$ cat config.mk
export PLATFORM = sky130hd
export DESIGN_NAME = acm_clock_master
export DESIGN_NICKNAME = d
export VERILOG_FILES = /design/src/rtl/acm_pkg.sv /design/src/rtl/acm_strap_latch.sv /design/src/rtl/acm_tick_gen.sv /design/src/rtl/acm_clk_gen.sv /design/src/rtl/acm_clock_master.sv
export SDC_FILE = /design/constraint.sdc
export NUM_CORES = 1
export LEC_CHECK = 0
export ABC_CLOCK_PERIOD_IN_PS = 5090
export BUFFER_PORTS_ARGS = -buffer_cell sky130_fd_sc_hd__buf_2
export CAP_MARGIN = 20
export CORE_AREA = 2 2 48 50
export CTS_CLUSTER_DIAMETER = 60
export DETAILED_ROUTE_END_ITERATION = 12
export DIE_AREA = 0 0 50 52
export PLACE_DENSITY = 0.75
export SYNTH_ARGS = -nofsm -noshare
export SYNTH_HDL_FRONTEND = slang
export SYNTH_SLANG_ARGS = --single-unit
$ cat constraint.sdc
create_clock -name mclk_i -period 5.09 [get_ports mclk_i]
set_input_delay 1.018 -clock mclk_i [delete_from_list [all_inputs] [get_ports mclk_i]]
set_output_delay 1.018 -clock mclk_i [all_outputs]
set_load 0.005 [all_outputs]
$ cat src/rtl/acm_pkg.sv
package acm_pkg;

   typedef enum logic {
      SPD_SINGLE = 1'b0,
      SPD_DOUBLE = 1'b1
   } speed_e;

   typedef enum logic {
      FAM_BINARY  = 1'b0,
      FAM_TERNARY = 1'b1
   } family_e;

   typedef struct packed {
      logic    master;
      speed_e  speed;
      family_e family;
      logic    mclk_fast;
   } strap_cfg_t;

   // internal ticks per bit-clock period at 64 bits per frame
   localparam int unsigned TICKS_SINGLE = 4;
   localparam int unsigned TICKS_MAX    = TICKS_SINGLE * 3 / 2;
   localparam int unsigned TICK_W       = $clog2(TICKS_MAX + 1);

   function automatic logic [TICK_W-1:0] bit_ticks(speed_e spd, family_e fam);
      int unsigned base;
      base = (spd == SPD_SINGLE) ? TICKS_SINGLE : TICKS_SINGLE / 2;
      if (fam == FAM_TERNARY) base = base * 3 / 2;
      return TICK_W'(base);
   endfunction

endpackage

$ cat src/rtl/acm_strap_latch.sv
module acm_strap_latch
   import acm_pkg::*;
#(
   parameter int unsigned SETTLE_CYCLES = 16
) (
   input  logic       clk,
   input  logic       rst_n,
   input  logic       data_lvl_i,
   input  logic       frame_lvl_i,
   input  logic       bit_lvl_i,
   input  logic       fast_i,
   output strap_cfg_t cfg_o,
   output logic       valid_o
);
   localparam int unsigned CNT_W = (SETTLE_CYCLES < 2) ? 1 : $clog2(SETTLE_CYCLES);
   localparam logic [CNT_W-1:0] LAST = CNT_W'(SETTLE_CYCLES - 1);

   generate
      if (SETTLE_CYCLES < 1) begin : g_bad_settle
         $error("SETTLE_CYCLES must be at least 1");
      end
   endgenerate

   logic [CNT_W-1:0] cnt_q;

   always_ff @(posedge clk or negedge rst_n) begin
      if (!rst_n) begin
         cnt_q   <= '0;
         valid_o <= 1'b0;
         cfg_o   <= '{master: 1'b0, speed: SPD_SINGLE, family: FAM_BINARY, mclk_fast: 1'b0};
      end else if (!valid_o) begin
         if (cnt_q == LAST) begin
            valid_o <= 1'b1;
            cfg_o   <= '{master:    data_lvl_i,
                         speed:     speed_e'(frame_lvl_i),
                         family:    family_e'(bit_lvl_i),
                         mclk_fast: fast_i};
         end else begin
            cnt_q <= cnt_q + 1'b1;
         end
      end
   end

endmodule

$ cat src/rtl/acm_tick_gen.sv
module acm_tick_gen (
   input  logic clk,
   input  logic rst_n,
   input  logic run_i,
   input  logic fast_i,
   output logic tick_o
);
   logic ph_q;

   always_ff @(posedge clk or negedge rst_n) begin
      if (!rst_n)      ph_q <= 1'b0;
      else if (!run_i) ph_q <= 1'b0;
      else             ph_q <= ~ph_q;
   end

   assign tick_o = run_i & (~fast_i | ph_q);

endmodule

$ cat src/rtl/acm_clk_gen.sv
module acm_clk_gen
   import acm_pkg::*;
#(
   parameter int unsigned FRAME_BITS = 64
) (
   input  logic              clk,
   input  logic              rst_n,
   input  logic              run_i,
   input  logic              tick_i,
   input  logic [TICK_W-1:0] ticks_i,
   output logic              bclk_o,
   output logic              lrclk_o
);
   localparam int unsigned BC_W = $clog2(FRAME_BITS);

   generate
      if (FRAME_BITS < 4 || (FRAME_BITS & (FRAME_BITS - 1)) != 0) begin : g_bad_frame
         $error("FRAME_BITS must be a power of two, at least 4");
      end
   endgenerate

   logic [TICK_W-1:0] pc_q, pc_n, hi_start;
   logic [BC_W-1:0]   bc_q, bc_n;
   logic              wrap;

   assign hi_start = ticks_i - (ticks_i >> 1);
   assign wrap     = (pc_q == ticks_i - 1'b1);
   assign pc_n     = wrap ? '0 : pc_q + 1'b1;
   assign bc_n     = wrap ? bc_q + 1'b1 : bc_q;

   always_ff @(posedge clk or negedge rst_n) begin
      if (!rst_n) begin
         pc_q <= '0; bc_q <= '0; bclk_o <= 1'b0; lrclk_o <= 1'b0;
      end else if (!run_i) begin
         pc_q <= '0; bc_q <= '0; bclk_o <= 1'b0; lrclk_o <= 1'b0;
      end else if (tick_i) begin
         pc_q    <= pc_n;
         bc_q    <= bc_n;
         bclk_o  <= (pc_n >= hi_start);
         lrclk_o <= bc_n[BC_W-1];
      end
   end

endmodule

$ cat src/rtl/acm_clock_master.sv
module acm_clock_master
   import acm_pkg::*;
#(
   parameter int unsigned SETTLE_CYCLES = 16,
   parameter int unsigned FRAME_BITS    = 64
) (
   input  logic mclk_i,
   input  logic rst_n_i,
   input  logic strap_data_i,
   input  logic strap_frame_i,
   input  logic strap_bit_i,
   input  logic mclk_fast_i,
   output logic bclk_o,
   output logic lrclk_o,
   output logic bclk_oe_o,
   output logic lrclk_oe_o,
   output logic cfg_valid_o,
   output logic master_o,
   output logic dbl_speed_o,
   output logic alt_family_o
);
   strap_cfg_t        cfg;
   logic              valid, run, tick;
   logic [TICK_W-1:0] ticks;

   acm_strap_latch #(.SETTLE_CYCLES(SETTLE_CYCLES)) u_latch (
      .clk(mclk_i), .rst_n(rst_n_i),
      .data_lvl_i(strap_data_i), .frame_lvl_i(strap_frame_i),
      .bit_lvl_i(strap_bit_i), .fast_i(mclk_fast_i),
      .cfg_o(cfg), .valid_o(valid)
   );

   assign run   = valid & cfg.master;
   assign ticks = bit_ticks(cfg.speed, cfg.family);

   acm_tick_gen u_tick (
      .clk(mclk_i), .rst_n(rst_n_i), .run_i(run),
      .fast_i(cfg.mclk_fast), .tick_o(tick)
   );

   acm_clk_gen #(.FRAME_BITS(FRAME_BITS)) u_gen (
      .clk(mclk_i), .rst_n(rst_n_i), .run_i(run), .tick_i(tick),
      .ticks_i(ticks), .bclk_o(bclk_o), .lrclk_o(lrclk_o)
   );

   assign bclk_oe_o    = run;
   assign lrclk_oe_o   = run;
   assign cfg_valid_o  = valid;
   assign master_o     = cfg.master;
   assign dbl_speed_o  = (cfg.speed == SPD_DOUBLE);
   assign alt_family_o = (cfg.family == FAM_TERNARY);

endmodule

# After elaboration in Yosys (flattened, before gate mapping)
# Cells that the tools add are included.
# Widths: inputs -> output; s select.
[word_totals]
n_memories = 0
elab_cells = 48
latch_bits = 0
out_inout_bits = 8
ram_bits = 0
input_bits = 6
mem_bits_ro = 0
reg_bits = 21
[op_classes]
eq_ne = 4
n_addsub = 5
multipliers = 1
reduce_logical = 3
magnitude_cmp = 1
bitwise = 7
mux = 15
div_mod_pow = 0
shift = 0
[op_table]
columns = ["cell", "n"]
rows = [
  ["$mux 6", 3],
  ["$mux 3", 5],
  ["$mux 1", 7],
  ["$add 6x1->6 const B", 1],
  ["$reduce_and 2->1", 3],
  ["$add 4x1->4 const B", 1],
  ["$eq 4x4->1 const B", 1],
  ["$mul 3x2->4 const B", 1],
  ["$ne 2x2->1 const B", 2],
  ["$not 1->1", 4],
  ["$add 3x1->3 const B", 1],
  ["$eq 3x3->1", 1],
  ["$ge 3x3->1", 1],
  ["$sub 3x1->3 const B", 1],
  ["$sub 3x2->3", 1],
  ["$and 1x1->1", 2],
  ["$or 1x1->1", 1],
]

# Longest topological paths before layout
[depth]
depth_word = 9
ltp_mapped = 10

# Cells and area by module
# Synthesis repeated with hierarchy kept, for this count alone.
[hier_totals]
hier_cells = 109
area_unflattened_um2 = 1191.1
[by_module_without_submodules]
columns = ["module", "area_per_inst_um2", "n_inst", "cells_per_inst", "seq_area_each_um2"]
rows = [
  ["acm_clk_gen", 739.5, 1, 75, 250.2],
  ["acm_strap_latch", 375.4, 1, 25, 225.2],
  ["acm_tick_gen", 45.0, 1, 4, 25.0],
  ["acm_clock_master", 31.3, 1, 5, 0.0],
]

# Least setup slack after synthesis
# OpenSTA, ideal clock, no wires.
[synth_timing]
path_kind = "flip-flop to flip-flop"
startpoint = "register u_latch.cfg_o[2] in the netlist's numbering"
endpoint = "register u_gen.bclk_o"
stages_incl_launch_ff = 10
period_less_slack_ps = 2216
slack_ps = 2874
arrival_ps = 2074
cell_sequence = "dfrtp_1 > inv_1 > ha_1 > xor2_2 > nand3_1 > and2_1 > ha_1 > a21o_1 > a21oi_1 > o31ai_1"
[synth_via]
elab_chain_len = 9
word_cells_on_any_way = 10
[synth_rtl]
columns = ["item", "line", "text"]
rows = [
  ["start, declared", "acm_strap_latch.sv:12", "output strap_cfg_t cfg_o,"],
  ["start signal, assigned", "acm_strap_latch.sv:30", "cfg_o <= '{master: 1'b0, speed: SPD_SINGLE, family: FAM_BINARY, mclk_fast: 1'b0};"],
  ["start signal, assigned", "acm_strap_latch.sv:34", "cfg_o <= '{master: data_lvl_i,"],
  ["$mux 3 *", "acm_pkg.sv:27", "base = (spd == SPD_SINGLE) ? TICKS_SINGLE : TICKS_SINGLE / 2;"],
  ["$mul 3x2->4", "acm_pkg.sv:28", "if (fam == FAM_TERNARY) base = base * 3 / 2;"],
  ["$mux 3 *", "acm_pkg.sv:28", ""],
  ["$sub 3x1->3", "acm_clk_gen.sv:27", "assign wrap = (pc_q == ticks_i - 1'b1);"],
  ["$eq 3x3->1", "acm_clk_gen.sv:27", ""],
  ["$mux 3", "acm_clk_gen.sv:28", "assign pc_n = wrap ? '0 : pc_q + 1'b1;"],
  ["$ge 3x3->1 *", "acm_clk_gen.sv:39", "bclk_o <= (pc_n >= hi_start);"],
  ["$mux 1 *", "acm_clk_gen.sv:36", "end else if (tick_i) begin"],
  ["$mux 1 *", "acm_clk_gen.sv:34", "end else if (!run_i) begin"],
  ["end signal, assigned", "acm_clk_gen.sv:39", ""],
  ["end, declared", "acm_clk_gen.sv:11", "output logic bclk_o,"],
]
# Every way passes the cells marked *; elsewhere a longest branch is shown, timed or not. The select of a mux whose other input is x is not followed.
# A chain may end at the register's enable or synchronous reset.

# Final worst setup path
# Ends and elaborated chain as after synthesis.

==> flow_metrics.py <==
metrics = {
    "synth": {
        "syn_area_um2": 1111,
        "ys.flop_type": "dfrtp_1",
        "synth_top_family_by_area": "simple AND/OR/NAND/NOR gates",
        "synth-compound-area-share": 0.09122,
        "syn_inst": 104,
        "synth-adder-area-share": 0.1239,
        "synth_common_cells": "20 x dfrtp_1, 11 x ha_1, 8 x nand2_1, 7 x a21oi_1",
        "ys_async_sr_fraction": 1.000,
        "syn_nets": 121,
        "synthMuxAreaShare": 0.05968,
        "synth_cell_types": 29,
        "synthSimpleGateAreaFrac": 0.1903,
        "yosysWarnings": 0,
        "synth_area_per_cell_um2": 10.68,
        "yosys.area.top_type": "dfrtp_1",
        "ys_seq_area_frac": 0.4505,
        "ys_top_cells_by_area": "dfrtp_1 45%, ha_1 12%, mux2_2 4.1%",
        "synth-edff-count": 0,
        "synth_most_common_cell": "dfrtp_1",
        "yosysTopAreaCellShare": 0.4505,
        "synthXorXnorAreaFrac": 0.06081,
        "ys_ff_latch": 20,
    },
    "clocking": {
        "cts_sinks": 20,
        "cts-buffers-inserted": 3,
        "cts.clk_slew.worst_paths_ns": 0.12,
        "clock_latency_ns": 0.31,
        "cts_tree": "yes",
        "ctsResizeCount": 0,
        "htreeDepth": 1,
        "cts_max_path_buffers": 2,
        "ctsHoldBuffers": 0,
        "post-cts-setup-buffers": 0,
        "clockRootBuffer": "clkbuf_4",
    },
    "worst_setup_path": {
        "critical_path.max_fanout": 6,
        "path_cells": "inv_1 -> ha_1 -> xor2_2 -> nand3_1 -> and2_1 -> ha_1 -> a21o_1 -> a21oi_1 -> o31ai_1",
        "setup.worst_path.end_class": "flip-flop",
        "critPathRequiredTime_ns": 5.27,
        "max_stage_delay_ns": 0.44,
        "critPathMostFrequentCell": "ha_1",
        "crit_slowest_cell": "dfrtp_1",
        "worst_ep_arrival_time_ns": 2.56,
        "critPathLaunchType": "flip-flop",
        "path_class": "flip-flop to flip-flop",
    },
    "routing": {
        "wl_um": 1879,
        "detail-route-antenna-nets": 0,
        "avgRoutedWirePerCell_um": 12.70,
        "drtIter0Drc": 10,
        "drc": 0,
        "routed-via-count": 791,
        "vias_per_cell": 5.345,
        "dr.pass1.iters": 4,
    },
    "floorplan": {
        "die_area_um2": 2600,
        "die_h_um": 52,
        "die_w_um": 50,
        "row_count": 17,
        "coreArea_um2": 2106,
        "num_io_pins": 14,
        "start_util": 0.5276,
    },
    "placed_design": {
        "dp_hpwl_um": 1449,
        "port_buffers": 13,
        "gp_congestion": 0.8268,
        "place_inst": 144,
        "dp_slack_ns": 2.715,
    },
    "grt": {
        "grt_max_degree": 21,
        "track_usage": 0.1782,
        "grt_pass1_wl_um": 3436,
        "antenna_found_initial": 0,
        "grt_pass1_vias": 797,
        "grt.overflow.total": 0,
    },
    "final_layout": {
        "antennaDiodeCount": 0,
        "regArea_um2": 500.5,
        "multiInputGateArea_um2": 584.3,
        "layout.nets": 138,
        "area_delta_synth_final_pct": 13.06,
        "drive_gt1_frac": 0.2000,
        "fin_cells": 148,
        "nFillCells": 178,
    },
    "power_and_ir_drop": {
        "p_per_area_nw_per_um2": 314.5,
        "ir_drop_mv": 0.2124,
        "power_leakage_nw": 0.5738,
    },
    "timing": {
        "setup_viol": 0,
        "post-route-min-period_ns": 2.378,
        "finalHoldViolCount": 0,
        "max_slew_margin": 0.5630,
        "finalMaxSlewViolations": 0,
        "rsz0062_at_grt": "false",
        "fin_ws_ns": 2.712,
        "setup_tns_ns": 0,
        "fin_skew_ns": 0.006468,
        "timing.final.crit_share": 0.4671,
        "fin_worst_hold_slack_ns": 0.4688,
        "fmaxAchievable_mhz": 420.6,
        "tightest_slew_ns": 0.6541,
    },
    "status": {
        "outcome": "finished, final reports clean",
    },
    "job": {
        "drv_cap": 0,
    },
    "min_path": {
        "hold_class": "flip-flop to flip-flop",
    },
}
==> worst max-delay path, delay by kind of cell (launching register included) <==
| kind | cells | cell delay, ns |
|---|---|---|
| flip-flops | 1 | 0.44 |
| buffers and inverters | 1 | 0.12 |
| AO/OA/AOI/OAI | 3 | 0.35 |
| AND/OR/NAND/NOR | 2 | 0.44 |
| XOR/XNOR | 1 | 0.23 |
| adder cells (fa/ha/maj) | 2 | 0.66 |
==> routing by layer <==
layer	track usage	wire, um	up-vias
li1	-	-	390
met1	0.2104	836	383
met2	0.3004	927	14
met3	0.03736	71	4
met4	0.1019	43	0
met5	0	0	-
==> path summary, 6_finish.rpt <==
| path | from | endpoint | slack [ns] | depth (start not counted) |
|---|---|---|---|---|
| max | u_latch.cfg_o[2] | u_gen.bclk_o | 2.71 | 9 |
| min | u_tick.ph_q | u_tick.ph_q | 0.47 | 1 |
| max reg2reg | u_latch.cfg_o[2] | u_gen.bclk_o | 2.71 | 9 |
| min reg2reg | u_tick.ph_q | u_tick.ph_q | 0.47 | 1 |
| max in group asynchronous | rst_n_i | u_latch.cnt_q[2] | 4.16 | 1 |
| min in group asynchronous | rst_n_i | u_gen.bc_q[3] | 0.62 | 1 |
==> logic make-up (layout without fill, tap and decap cells) <==
kind of cell | Yosys count | after routing
and+or+nand+nor | 37 | 37
DFF | 20 | 20
AOI/OAI and AO/OA | 18 | 18
adders and majority gates | 11 | 11
xor gates and xnor gates | 6 | 6
muxes | 6 | 6
buffers and inverters | 6 | 22
==> final cells by class <==
type                            instances  area share
Multi-Input combinational cell         78      0.4651
Sequential cell                        20      0.3984
Timing Repair Buffer                   13     0.05179
Tap cell                               28     0.02789
Clock inverter                          1     0.02390
Clock buffer                            3     0.01793
Inverter                                5     0.01494
==> cells in the final DEF, fill, tap and decap left out, types with 5 or more instances in the layout <==
cell,Yosys,final
nand2_1,8,8
nor2b_1,5,5
ha_1,11,11
nand3_1,5,5
buf_2,0,13
dfrtp_1,20,20
inv_1,5,5
a21oi_1,7,7
nor2_1,5,5
==> report_power, final <==
group          internal (W)  switching [W]  total (W)
combinational     0.0000378      0.0000417  0.0000795
clock             0.0000797      0.0000520   0.000132
sequential         0.000170      0.0000135   0.000184
total              0.000288       0.000107   0.000395
==> state kept, by name, summed over array words and instances, names as in the netlist <==
| name | flops |
|---|---|
| u_gen.bc_q | 6 |
| u_tick.ph_q | 1 |
| u_latch.cnt_q | 4 |
| u_latch.cfg_o | 4 |
| u_gen.pc_q | 3 |
| u_latch.valid_o | 1 |
| u_gen.bclk_o | 1 |
==> through the flow <==
step	utilization	power [W]	instance area, um2
CTS	0.5966	0.0003997	1256
global placement	0.5716	0.0002639	1204
finish	0.5966	0.0003950	1256
floorplan	-	0.0002446	1111
global route	0.5966	0.0004189	1256
detailed placement	0.5716	0.0002677	1204
Power figures use the tool's default switching activity.
